## config.mk

```make
export PLATFORM = sky130hd
export DESIGN_NAME = pq_parity_engine
export DESIGN_NICKNAME = d
export VERILOG_FILES = /design/src/rtl/pq_pkg.sv /design/src/rtl/pq_gf_mul.sv /design/src/rtl/pq_coef_bank.sv /design/src/rtl/pq_accum_buf.sv /design/src/rtl/pq_parity_engine.sv
export SDC_FILE = /design/constraint.sdc
export NUM_CORES = 2
export LEC_CHECK = 0
export BUFFER_PORTS_ARGS = -buffer_cell sky130_fd_sc_hd__buf_2
export CAP_MARGIN = 30
export CORE_MARGIN = 10
export CORE_UTILIZATION = 50
export DETAILED_ROUTE_END_ITERATION = 6
export GPL_ROUTABILITY_DRIVEN = 0
export HOLD_SLACK_MARGIN = 0.12
export PLACE_DENSITY_LB_ADDON = 0.2
export SLEW_MARGIN = 20
export SYNTH_ARGS = -nofsm -noshare
export SYNTH_HDL_FRONTEND = slang
export SYNTH_HIERARCHICAL = 1
export SYNTH_SLANG_ARGS = --single-unit
```

## constraint.sdc

```tcl
create_clock -name clk_i -period 4.6 [get_ports clk_i]
set_input_delay 0.23 -clock clk_i [delete_from_list [all_inputs] [get_ports clk_i]]
set_output_delay 0.23 -clock clk_i [all_outputs]
set_load 0.05 [all_outputs]
```

## src/rtl/pq_pkg.sv

```systemverilog
package pq_pkg;
  typedef enum logic [1:0] {ST_IDLE, ST_RUN, ST_OUT} pq_state_e;
endpackage

```

## src/rtl/pq_gf_mul.sv

```systemverilog
module pq_gf_mul (
  input  logic [7:0] coef_i,
  input  logic [7:0] data_i,
  input  logic [7:0] poly_i,
  output logic [7:0] prod_o
);
  // shift-and-reduce, one coefficient bit per step
  always_comb begin
    logic [7:0] a;
    logic [7:0] acc;
    a   = data_i;
    acc = '0;
    for (int i = 0; i < 8; i++) begin
      if (coef_i[i]) acc = acc ^ a;
      a = a[7] ? ({a[6:0], 1'b0} ^ poly_i) : {a[6:0], 1'b0};
    end
    prod_o = acc;
  end

  always_comb begin
    if (coef_i == 8'd0) assert_zero_coef_R9: assert (prod_o == 8'd0);
    if (coef_i == 8'd1) assert_unit_coef_R9: assert (prod_o == data_i);
  end
endmodule

```

## src/rtl/pq_coef_bank.sv

```systemverilog
module pq_coef_bank #(
  parameter int NSRC = 16,
  parameter int IW   = 4
) (
  input  logic          clk_i,
  input  logic          rst_ni,
  input  logic          we_i,
  input  logic          sel_i,
  input  logic [IW-1:0] idx_i,
  input  logic [7:0]    data_i,
  input  logic [IW-1:0] rd_idx_i,
  output logic [7:0]    cp_o,
  output logic [7:0]    cq_o
);
  logic [7:0] cp_q [NSRC];
  logic [7:0] cq_q [NSRC];

  for (genvar g = 0; g < NSRC; g++) begin : g_ent
    always_ff @(posedge clk_i or negedge rst_ni) begin
      if (!rst_ni) begin
        cp_q[g] <= 8'd1;
        cq_q[g] <= 8'd0;
      end else if (we_i && idx_i == IW'(g)) begin
        if (sel_i) cq_q[g] <= data_i;
        else       cp_q[g] <= data_i;
      end
    end
  end

  assign cp_o = cp_q[rd_idx_i];
  assign cq_o = cq_q[rd_idx_i];
endmodule

```

## src/rtl/pq_accum_buf.sv

```systemverilog
module pq_accum_buf #(
  parameter int DEPTH = 4,
  parameter int W     = 32,
  parameter int AW    = 2
) (
  input  logic          clk_i,
  input  logic          rst_ni,
  input  logic          clr_i,
  input  logic          acc_i,
  input  logic [AW-1:0] acc_idx_i,
  input  logic [W-1:0]  p_term_i,
  input  logic [W-1:0]  q_term_i,
  input  logic [AW-1:0] rd_idx_i,
  output logic [W-1:0]  p_o,
  output logic [W-1:0]  q_o
);
  logic [W-1:0] p_mem [DEPTH];
  logic [W-1:0] q_mem [DEPTH];

  for (genvar g = 0; g < DEPTH; g++) begin : g_row
    always_ff @(posedge clk_i or negedge rst_ni) begin
      if (!rst_ni) begin
        p_mem[g] <= '0;
        q_mem[g] <= '0;
      end else if (clr_i) begin
        p_mem[g] <= '0;
        q_mem[g] <= '0;
      end else if (acc_i && acc_idx_i == AW'(g)) begin
        p_mem[g] <= p_mem[g] ^ p_term_i;
        q_mem[g] <= q_mem[g] ^ q_term_i;
      end
    end
  end

  assign p_o = p_mem[rd_idx_i];
  assign q_o = q_mem[rd_idx_i];

  assert_clear_R8: assert property (@(posedge clk_i) disable iff (!rst_ni)
    clr_i |=> (p_o == '0 && q_o == '0));
endmodule

```

## src/rtl/pq_parity_engine.sv

```systemverilog
module pq_parity_engine
  import pq_pkg::*;
#(
  parameter int MAX_SRC   = 16,
  parameter int LANES     = 4,
  parameter int BLK_BEATS = 4
) (
  input  logic                       clk_i,
  input  logic                       rst_ni,
  input  logic [7:0]                 poly_i,
  input  logic                       coef_we_i,
  input  logic                       coef_sel_i,
  input  logic [$clog2(MAX_SRC)-1:0] coef_idx_i,
  input  logic [7:0]                 coef_data_i,
  input  logic                       start_i,
  input  logic                       cont_i,
  input  logic [$clog2(MAX_SRC)-1:0] src_cnt_m1_i,
  input  logic                       beat_valid_i,
  input  logic [$clog2(MAX_SRC)-1:0] beat_src_i,
  input  logic [LANES*8-1:0]         beat_data_i,
  output logic                       busy_o,
  output logic                       done_o,
  output logic                       out_valid_o,
  output logic [LANES*8-1:0]         p_data_o,
  output logic [LANES*8-1:0]         q_data_o
);
  localparam int SW = $clog2(MAX_SRC);
  localparam int BW = (BLK_BEATS > 1) ? $clog2(BLK_BEATS) : 1;
  localparam int DW = LANES * 8;

  pq_state_e      state_q;
  logic [SW-1:0]  cnt_m1_q, cur_src_q;
  logic [BW-1:0]  beat_ptr_q, out_ptr_q;
  logic [7:0]     poly_q;
  logic           done_q;
  logic [7:0]     cp, cq;
  logic [DW-1:0]  p_term, q_term;
  logic           start_ok, beat_ok, last_beat, final_beat;

  assign start_ok   = start_i && state_q == ST_IDLE && src_cnt_m1_i != '0;
  assign beat_ok    = state_q == ST_RUN && beat_valid_i && beat_src_i == cur_src_q;
  assign last_beat  = beat_ptr_q == BW'(BLK_BEATS - 1);
  assign final_beat = beat_ok && last_beat && cur_src_q == cnt_m1_q;

  pq_coef_bank #(.NSRC(MAX_SRC), .IW(SW)) u_coef (
    .clk_i    (clk_i),
    .rst_ni   (rst_ni),
    .we_i     (coef_we_i && state_q == ST_IDLE),
    .sel_i    (coef_sel_i),
    .idx_i    (coef_idx_i),
    .data_i   (coef_data_i),
    .rd_idx_i (cur_src_q),
    .cp_o     (cp),
    .cq_o     (cq)
  );

  for (genvar l = 0; l < LANES; l++) begin : g_lane
    pq_gf_mul u_mul_p (
      .coef_i (cp), .data_i (beat_data_i[l*8 +: 8]), .poly_i (poly_q),
      .prod_o (p_term[l*8 +: 8])
    );
    pq_gf_mul u_mul_q (
      .coef_i (cq), .data_i (beat_data_i[l*8 +: 8]), .poly_i (poly_q),
      .prod_o (q_term[l*8 +: 8])
    );
  end

  pq_accum_buf #(.DEPTH(BLK_BEATS), .W(DW), .AW(BW)) u_buf (
    .clk_i     (clk_i),
    .rst_ni    (rst_ni),
    .clr_i     (start_ok && !cont_i),
    .acc_i     (beat_ok),
    .acc_idx_i (beat_ptr_q),
    .p_term_i  (p_term),
    .q_term_i  (q_term),
    .rd_idx_i  (out_ptr_q),
    .p_o       (p_data_o),
    .q_o       (q_data_o)
  );

  always_ff @(posedge clk_i or negedge rst_ni) begin
    if (!rst_ni) begin
      state_q    <= ST_IDLE;
      cnt_m1_q   <= '0;
      cur_src_q  <= '0;
      beat_ptr_q <= '0;
      out_ptr_q  <= '0;
      poly_q     <= 8'h1D;
      done_q     <= 1'b0;
    end else begin
      done_q <= final_beat;
      unique case (state_q)
        ST_IDLE: if (start_ok) begin
          state_q    <= ST_RUN;
          cnt_m1_q   <= src_cnt_m1_i;
          cur_src_q  <= '0;
          beat_ptr_q <= '0;
          poly_q     <= poly_i;
        end
        ST_RUN: if (beat_ok) begin
          if (last_beat) begin
            beat_ptr_q <= '0;
            if (cur_src_q == cnt_m1_q) begin
              state_q   <= ST_OUT;
              out_ptr_q <= '0;
            end else begin
              cur_src_q <= cur_src_q + SW'(1);
            end
          end else begin
            beat_ptr_q <= beat_ptr_q + BW'(1);
          end
        end
        ST_OUT: begin
          if (out_ptr_q == BW'(BLK_BEATS - 1)) state_q <= ST_IDLE;
          out_ptr_q <= out_ptr_q + BW'(1);
        end
        default: state_q <= ST_IDLE;
      endcase
    end
  end

  assign busy_o      = state_q != ST_IDLE;
  assign done_o      = done_q;
  assign out_valid_o = state_q == ST_OUT;

  assert_done_streams_R7: assert property (@(posedge clk_i) disable iff (!rst_ni)
    done_o |-> (out_valid_o && out_ptr_q == '0));
  assert_done_after_beat_R7: assert property (@(posedge clk_i) disable iff (!rst_ni)
    done_o |-> $past(beat_valid_i && busy_o));
  assert_stream_len_R7: assert property (@(posedge clk_i) disable iff (!rst_ni)
    $fell(out_valid_o) |-> $past(out_ptr_q) == BW'(BLK_BEATS - 1));
  assert_short_count_R5: assert property (@(posedge clk_i) disable iff (!rst_ni)
    (!busy_o && start_i && src_cnt_m1_i == '0) |=> !busy_o);
  assert_restart_ignored_R10: assert property (@(posedge clk_i) disable iff (!rst_ni)
    busy_o |=> $stable(cnt_m1_q));
  assert_poly_held_R3: assert property (@(posedge clk_i) disable iff (!rst_ni)
    busy_o |=> $stable(poly_q));
endmodule

```

# After elaboration in Yosys (flattened, before gate mapping)
# Cells that the tools add are included.
[classes] muxes=139 reduce_logical=76 bitwise=95 add_sub_neg=3 order_cmp=2 n_eq_ne=29
[op_table] cell="$mux 8" count=96
[op_table] cell="$xor 8x8->8" count=84
[op_table] cell="$mux 32" count=20
[op_table] cell="$xor 32x32->32" count=8
[op_table] cell="$bmux 32 s2" count=2
[op_table] cell="$reduce_and 2->1" count=33
[op_table] cell="$bmux 8 s4" count=2
[op_table] cell="$eq 4x4->1 const B" count=8
[op_table] cell="$logic_and 1x1->1" count=27
[op_table] cell="$mux 2" count=11
[op_table] cell="$eq 4x3->1 const B" count=4
[op_table] cell="$mux 4" count=4
[op_table] cell="$reduce_bool 2->1" count=7
[op_table] cell="$reduce_and 5->1" count=2
[op_table] cell="$eq 2x2->1 const B" count=4
[op_table] cell="$eq 4x2->1 const B" count=2
[op_table] cell="$eq 4x4->1" count=2
[op_table] cell="$pmux 2 s2" count=2
[op_table] cell="$pmux 4 s2" count=1
[op_table] cell="$ne 2x1->1 const B" count=3
[op_table] cell="$ne 2x2->1 const B" count=3
[op_table] cell="$pmux 2 s3" count=1
[op_table] cell="$ge 5x5->1 const B" count=1
[op_table] cell="$not 4->5" count=1
[op_table] cell="13 further kinds" count=16
[word_totals] output_inout_bits=67 elab_cells=391 in_bits=67 ff_bits=535

# Longest topological paths before layout
[logic_depth] depth_word=22 mapped_depth=17 ltp_nobuf=14

# Cells and area by module
# Netlist, hierarchy kept.
[by_module_without_submodules] mod="pq_gf_mul" seq_area_each_um2=0.0 n_inst=8 cells_each=415 area_each_um2=2688.8
[by_module_without_submodules] mod="pq_accum_buf" seq_area_each_um2=6406.1 n_inst=1 cells_each=1499 area_each_um2=16543.4
[by_module_without_submodules] mod="pq_coef_bank" seq_area_each_um2=6426.2 n_inst=1 cells_each=729 area_each_um2=11632.4
[by_module_without_submodules] mod="pq_parity_engine" seq_area_each_um2=580.6 n_inst=1 cells_each=105 area_each_um2=1233.7

# Worst setup path after synthesis
# OpenSTA, ideal clock, no wires.
[synth_timing] path_kind="register -> register" start="register poly_q[7]" end="register u_buf/p_mem[101] in the netlist's numbering" synth_period_minus_slack_ps=4704 required_ps=4473 path_buffers=3 arrival_ps=4577 setup_ps=127 stages_incl_launch_ff=18 slack_ps=-104 path_cell_list="dfrtp_1 -> buf_2 -> o21a_1 -> nor2_2 -> or4_1 -> buf_4 -> a2111oi_4 -> o31a_1 -> o21ai_1 -> a2111oi_2 -> a31oi_1 -> and3b_4 -> buf_6 -> or4_1 -> a21oi_1 -> xnor2_1 -> and4bb_2 -> mux2_1"
[synth_via] elab_chain_cells=18 word_cells_on_any_way=29 cone_classes="mux: 15; bitwise: 14"
[synth_lines] element="start: declaration" line_no="pq_parity_engine.sv:34" text="logic [7:0] poly_q;"
[synth_lines] element="start signal: assignment" line_no="pq_parity_engine.sv:98" text="poly_q <= poly_i;"
[synth_lines] element="$xor 8x8->8" line_no="pq_gf_mul.sv:15" text="a = a[7] ? ({a[6:0], 1'b0} ^ poly_i) : {a[6:0], 1'b0};"
[synth_lines] element="$mux 8 (2 in a row)" line_no="pq_gf_mul.sv:15"
[synth_lines] element="$xor 8x8->8, on equally long branches" line_no="pq_gf_mul.sv:14, pq_gf_mul.sv:15"
[synth_lines] element="$mux 8, on equally long branches" line_no="pq_gf_mul.sv:14, pq_gf_mul.sv:15"
[synth_lines] element="$xor 8x8->8, on equally long branches" line_no="pq_gf_mul.sv:14, pq_gf_mul.sv:15"
[synth_lines] element="$mux 8, on equally long branches" line_no="pq_gf_mul.sv:14, pq_gf_mul.sv:15"
[synth_lines] element="$xor 8x8->8, on equally long branches" line_no="pq_gf_mul.sv:14, pq_gf_mul.sv:15"
[synth_lines] element="$mux 8, on equally long branches" line_no="pq_gf_mul.sv:14, pq_gf_mul.sv:15"
[synth_lines] element="(+2 left out)"
[synth_lines] element="$xor 8x8->8, on equally long branches" line_no="pq_gf_mul.sv:14, pq_gf_mul.sv:15"
[synth_lines] element="$mux 8, on equally long branches" line_no="pq_gf_mul.sv:14, pq_gf_mul.sv:15"
[synth_lines] element="$xor 8x8->8" line_no="pq_gf_mul.sv:14" text="if (coef_i[i]) acc = acc ^ a;"
[synth_lines] element="$mux 8 *" line_no="pq_gf_mul.sv:14"
[synth_lines] element="named net p_term[5]" line_no="pq_parity_engine.sv:37" text="logic [DW-1:0] p_term, q_term;"
[synth_lines] element="$xor 32x32->32 *" line_no="pq_accum_buf.sv:29" text="p_mem[g] <= p_mem[g] ^ p_term_i;"
[synth_lines] element="$mux 32 *" line_no="pq_accum_buf.sv:28" text="end else if (acc_i && acc_idx_i == AW'(g)) begin"
[synth_lines] element="$mux 32 *" line_no="pq_accum_buf.sv:25" text="end else if (clr_i) begin"
[synth_lines] element="end signal: indexed assignment" line_no="pq_accum_buf.sv:29"
[synth_lines] element="end: declaration" line_no="pq_accum_buf.sv:17" text="logic [W-1:0] p_mem [DEPTH];"
# The timed path passes the listed nets; every way through them passes the cells marked *. The select of a mux whose other input is x is not followed.
# A chain may end at the register's enable or synchronous reset.

# Final worst setup path
[layout_timing] start="register poly_q[5]" end="register u_buf/q_mem[97] in the netlist's numbering"
[layout_via] elab_chain_cells=18 word_cells_on_any_way=25 cone_classes="mux: 13; bitwise: 12"
[layout_lines] element="$xor 8x8->8" line_no="pq_gf_mul.sv:15"
[layout_lines] element="$mux 8" line_no="pq_gf_mul.sv:15"
[layout_lines] element="$xor 8x8->8" line_no="pq_gf_mul.sv:15"
[layout_lines] element="$mux 8" line_no="pq_gf_mul.sv:15"
[layout_lines] element="$xor 8x8->8" line_no="pq_gf_mul.sv:15"
[layout_lines] element="$mux 8" line_no="pq_gf_mul.sv:15"
[layout_lines] element="$mux 8 *" line_no="pq_gf_mul.sv:15"
[layout_lines] element="$xor 8x8->8, on equally long branches" line_no="pq_gf_mul.sv:14, pq_gf_mul.sv:15"
[layout_lines] element="(+3 left out)"
[layout_lines] element="$xor 8x8->8" line_no="pq_gf_mul.sv:14"
[layout_lines] element="$mux 8" line_no="pq_gf_mul.sv:14"
[layout_lines] element="$xor 8x8->8" line_no="pq_gf_mul.sv:14"
[layout_lines] element="$mux 8 *" line_no="pq_gf_mul.sv:14"
[layout_lines] element="named net q_term[1]" line_no="pq_parity_engine.sv:37"
[layout_lines] element="$xor 32x32->32 *" line_no="pq_accum_buf.sv:30" text="q_mem[g] <= q_mem[g] ^ q_term_i;"
[layout_lines] element="$mux 32 *" line_no="pq_accum_buf.sv:28"
[layout_lines] element="$mux 32 *" line_no="pq_accum_buf.sv:25"
[layout_lines] element="end signal: indexed assignment" line_no="pq_accum_buf.sv:30"
[layout_lines] element="end: declaration" line_no="pq_accum_buf.sv:18" text="logic [W-1:0] q_mem [DEPTH];"
# Marked as above.

==> flow_results.org <==
** Clocking
- Root buffer cell :: sky130_fd_sc_hd__clkbuf_16
- Clock input transition at the sequential cells of the worst setup and hold paths :: 0.07 ns
- Clock latency at the later pin of the worst-skew pair :: around 0.67 ns
- Clock tree synthesis found a total of 535 sinks.
- The number of clock buffers added by TritonCTS is 66.
- TritonCTS built the clock tree.
- # H-tree levels :: 3
- Number of buffers on the longest clock path :: 3

** Critical path
- Walking the worst path, the cells encountered are buf_12 -> buf_4 -> nor3b_1 -> o221ai_1 -> o311ai_0 -> a211oi_1 -> o31a_1 -> or3_4 -> and2_4 -> o211ai_1 -> a21boi_2 -> buf_6 -> buf_4 -> nor3b_2 -> mux2i_1 -> xor2_2 -> and4bb_1 -> mux2_1.
- STA classifies the critical path endpoint as a register.
- Crit-path leading delay family :: simple AND/OR/NAND/NOR gates
- Most numerous cell on the critical path :: sky130_fd_sc_hd__buf_4
- In this design, the stage delay of the slowest critical-path cell is roughly 0.53 ns.
- Logic depth of the worst register-to-register path :: 18
- CP max FO :: 16
- Slowest stage cell, crit path :: sky130_fd_sc_hd__dfrtp_4
- STA puts the critical path data required time at 5.12 ns.
- The worst setup path is launched from a register.
- Counting buffers and inverters, the worst setup path is 18 cells deep.
- Critical path arrival :: 5.34 ns
- By startpoint and endpoint, the worst setup path is classified as reg2reg.
- Combined buffer and inverter count along the critical path :: 4

** Routing
- The routed layout has 44900 vias.
- Wire length after detailed routing :: 154000 um
- Average routed wire per standard cell :: between 20 and 25 um
- Vias per Instance :: roughly 6
- # DRC :: 0
- Drt first pass iters :: 6
- Number of violations reported at the end of detailed-routing iteration 0 :: 3645
- Antenna-violating nets left :: 0

** Logic synthesis
- Counting distinct cell types in the post-synthesis netlist gives between 80 and 90.
- Syn avg cell area :: ~9 um^2
- The most common cell in the synthesized netlist is sky130_fd_sc_hd__nand2_1.
- Flops & latches, synth :: 535
- Post-synth top area cell :: sky130_fd_sc_hd__dfrtp_1
- In the synthesized netlist the dominant register cell turns out to be sky130_fd_sc_hd__dfrtp_1.
- Post-synth top cells :: 717 x sky130_fd_sc_hd__nand2_1, 622 x sky130_fd_sc_hd__xnor2_1, 515 x sky130_fd_sc_hd__dfrtp_1
- The top cell type by area accounts for about 25% of the synthesized area.
- Sequential fraction of the synthesis area :: about a quarter
- Cell types with the largest area share after synthesis :: sky130_fd_sc_hd__dfrtp_1 25%, sky130_fd_sc_hd__xnor2_1 11%, sky130_fd_sc_hd__mux2_2 6.3%
- Ys Warns :: 6
- Synthesis produced a netlist with a net count of 5723.
- Number of standard cells after synthesis :: 5653
- After synthesis, the share of flip-flops with an asynchronous set or reset is 100%.
- EDFF count, synth :: 0
- In this run the cell area of the synthesized design comes to 50900 um^2.

** Floorplan
- Number of placement rows :: 117
- Starting density of the core :: 50.2%
- Standard cell core area :: just over 100000 um^2
- # IOs :: 134
- Die area :: 115000 um^2
- Measured along the y axis, the die boundary spans 339 um.
- Die boundary width :: around 340 um

** Power
- The worst-case IR drop observed on VDD is 0.330 mV.
- Clock share of power :: 28.3%
- In this run the power spent charging and discharging nets is 7.10 mW.
- Fraction of power spent switching nets :: 37.5%
- For this design the static power due to leakage is 25.6 nW.
- Portion of total power attributed to sequential cells :: 27.3%
- Tot Pwr :: between 15 and 20 mW
- In this run the power density over the cells is 310 nW/um^2.
- In this run, the combinational gates consume around 44% of the power.
- Internal portion of total power :: 11.8 mW

** Finish
- At the end of the flow the core is filled with cells to 60.3%.
- Fraction of final layout cells sized beyond drive strength 1 :: a little under a third
- Post-layout net count :: 6130
- Number of standard cells in the final layout excluding fillers :: 7481
- Final-layout fill cell count :: 8613
- Syn-to-layout area delta :: 20.0%
- Post-Layout Inst Area :: 61100 um^2

** GRT
- Antenna violations before repair :: 9
- For this run the aggregate overflow at the end of global routing stands at 0.
- Entering global routing, the biggest net connects 221 pins.
- The number of global-route vias before repair came to ~43000.
- In the global route stage, overall resource usage came out at 25.5%.
- The first global-routing pass estimated between 200000 and 250000 um of wire.

** STA
- Setup skew after layout :: around 0.053 ns
- Headroom to the max-slew limit came out at 23.2%.
- Once routing completed, OpenROAD measured the worst setup slack at -0.225 ns.
- Setup repair after global routing could not meet its margin everywhere.
- Setup violations remaining at the end of the flow were counted as between 150 and 200.
- Hold is met by 0.156 ns.
- Static timing analysis puts the maximum clock frequency at approximately 210 MHz.
- Post-layout min period :: 4.82 ns
- Number of pins with negative max-slew slack in the final report :: 0
- Setup_tns :: -14.07 ns
- Final hold vios :: 0
- Worst-Margin Slew :: 1.15 ns
- Portion of the clock cycle consumed by the worst path in the final layout :: 105%

** Run status
- The checks that failed: negative setup slack.
- The run finished, with violations left.

** Placed design
- Counting tap cells, the placed design contains a total of 7293 instances.
- Detailed placement ended at an HPWL of 106000 um.
- After detailed placement, the total cell area comes to roughly 56000 um^2.
- During placement, the flow inserted port buffers numbering about 130.
- Post-place setup slack :: -0.192 ns

** Flow run
- Across the run, the number of max-cap violations was 0.

** Hold path
- Hold crit path type :: in2async
## cells by family (layout without fill, tap and decap cells)
group	Yosys count	in the layout	share of synthesized area (%)
xor gates and xnor gates	753	753	13.2
AOI/OAI and AO/OA	966	966	14.2
DFF	535	535	26.3
and+or+nand+nor	2095	2097	22.3
buffers and inverters	599	1055	5.64
adders and majority gates	3	3	0.0737
other	0	2	0
muxes	702	702	18.3
## flip-flops by register name, summed over array words and instances, names as in the netlist
name,flops
beat_ptr_q,2
cnt_m1_q,4
cur_src_q,4
done_o,1
out_ptr_q,2
poly_q,8
state_q,2
u_buf/p_mem,128
u_buf/q_mem,128
u_coef/cp_q,128
u_coef/cq_q,128
## final timing paths
| kind | from | end | slack (ns) |
|---|---|---|---|
| max | poly_q[5] | u_buf/q_mem[97] | -0.22 |
| min | rst_ni | u_buf/p_mem[89] | 0.16 |
| max reg2reg | poly_q[5] | u_buf/q_mem[97] | -0.22 |
| min reg2reg | u_coef/cq_q[111] | u_coef/cq_q[111] | 0.50 |
| max in group asynchronous | rst_ni | u_buf/q_mem[82] | 3.12 |
| min in group clk_i | beat_src_i[2] | cur_src_q[3] | 0.17 |
## power by group through the flow
stage / combinational, mW / clock (mW) / sequential [mW]
2_1_floorplan: 5.15 / 0 / 5.03
3_3_place_gp: 7.47 / 0 / 5.24
3_5_place_dp: 7.56 / 0 / 5.25
4_1_cts: 7.94 / 5.48 / 5.16
5_1_grt: 9.07 / 5.68 / 5.19
6_report: 8.41 / 5.37 / 5.16
## cell usage in the layout, fill, tap and decap left out, types with 77 or more instances in the layout
cell                       Yosys  final
sky130_fd_sc_hd__nand3_1      77     77
sky130_fd_sc_hd__mux2_1      248    188
sky130_fd_sc_hd__nor2b_1     287    286
sky130_fd_sc_hd__xnor2_1     622    560
sky130_fd_sc_hd__mux2_2      285    283
sky130_fd_sc_hd__nor2_1      391    384
sky130_fd_sc_hd__buf_4        78    631
sky130_fd_sc_hd__dfrtp_1     515    505
sky130_fd_sc_hd__mux4_2      128    128
sky130_fd_sc_hd__xor2_1      123    114
sky130_fd_sc_hd__nand4b_1    131    131
sky130_fd_sc_hd__nand4_1      90     90
sky130_fd_sc_hd__buf_2        88    134
sky130_fd_sc_hd__a21oi_1     153    114
sky130_fd_sc_hd__o21ai_0     228    217
sky130_fd_sc_hd__nand2_1     717    703
## area by class of cell
cell class / count / area [um^2] / share of cell area, %
Antenna cell: 2 / 5.00 / 0.00819
Clock buffer: 95 / 1870 / 3.06
Clock inverter: 24 / 380 / 0.622
Inverter: 73 / 274 / 0.448
Multi-Input combinational cell: 4521 / 36500 / 59.7
Sequential cell: 535 / 13500 / 22.0
Tap cell: 1368 / 1710 / 2.80
Timing Repair Buffer: 863 / 6950 / 11.4
## metal layers
| metal | GRT usage, % | routed length, um |
|---|---|---|
| met4 | 6.91 | 3620 |
| met2 | 41.9 | 73400 |
| met5 | 0 | 47 |
| met1 | 34.9 | 69000 |
| met3 | 3.36 | 8130 |
## repair_timing
action,in CTS,in global routing
hold buffers,19,0
pin swaps,75,82
endpoints found under the hold margin,147,0
gates resized for setup,179,202
buffers inserted,22,20
cloned,3,3
setup endpoints to repair,194,256
Note: power is estimated with default switching activity, not from simulation.
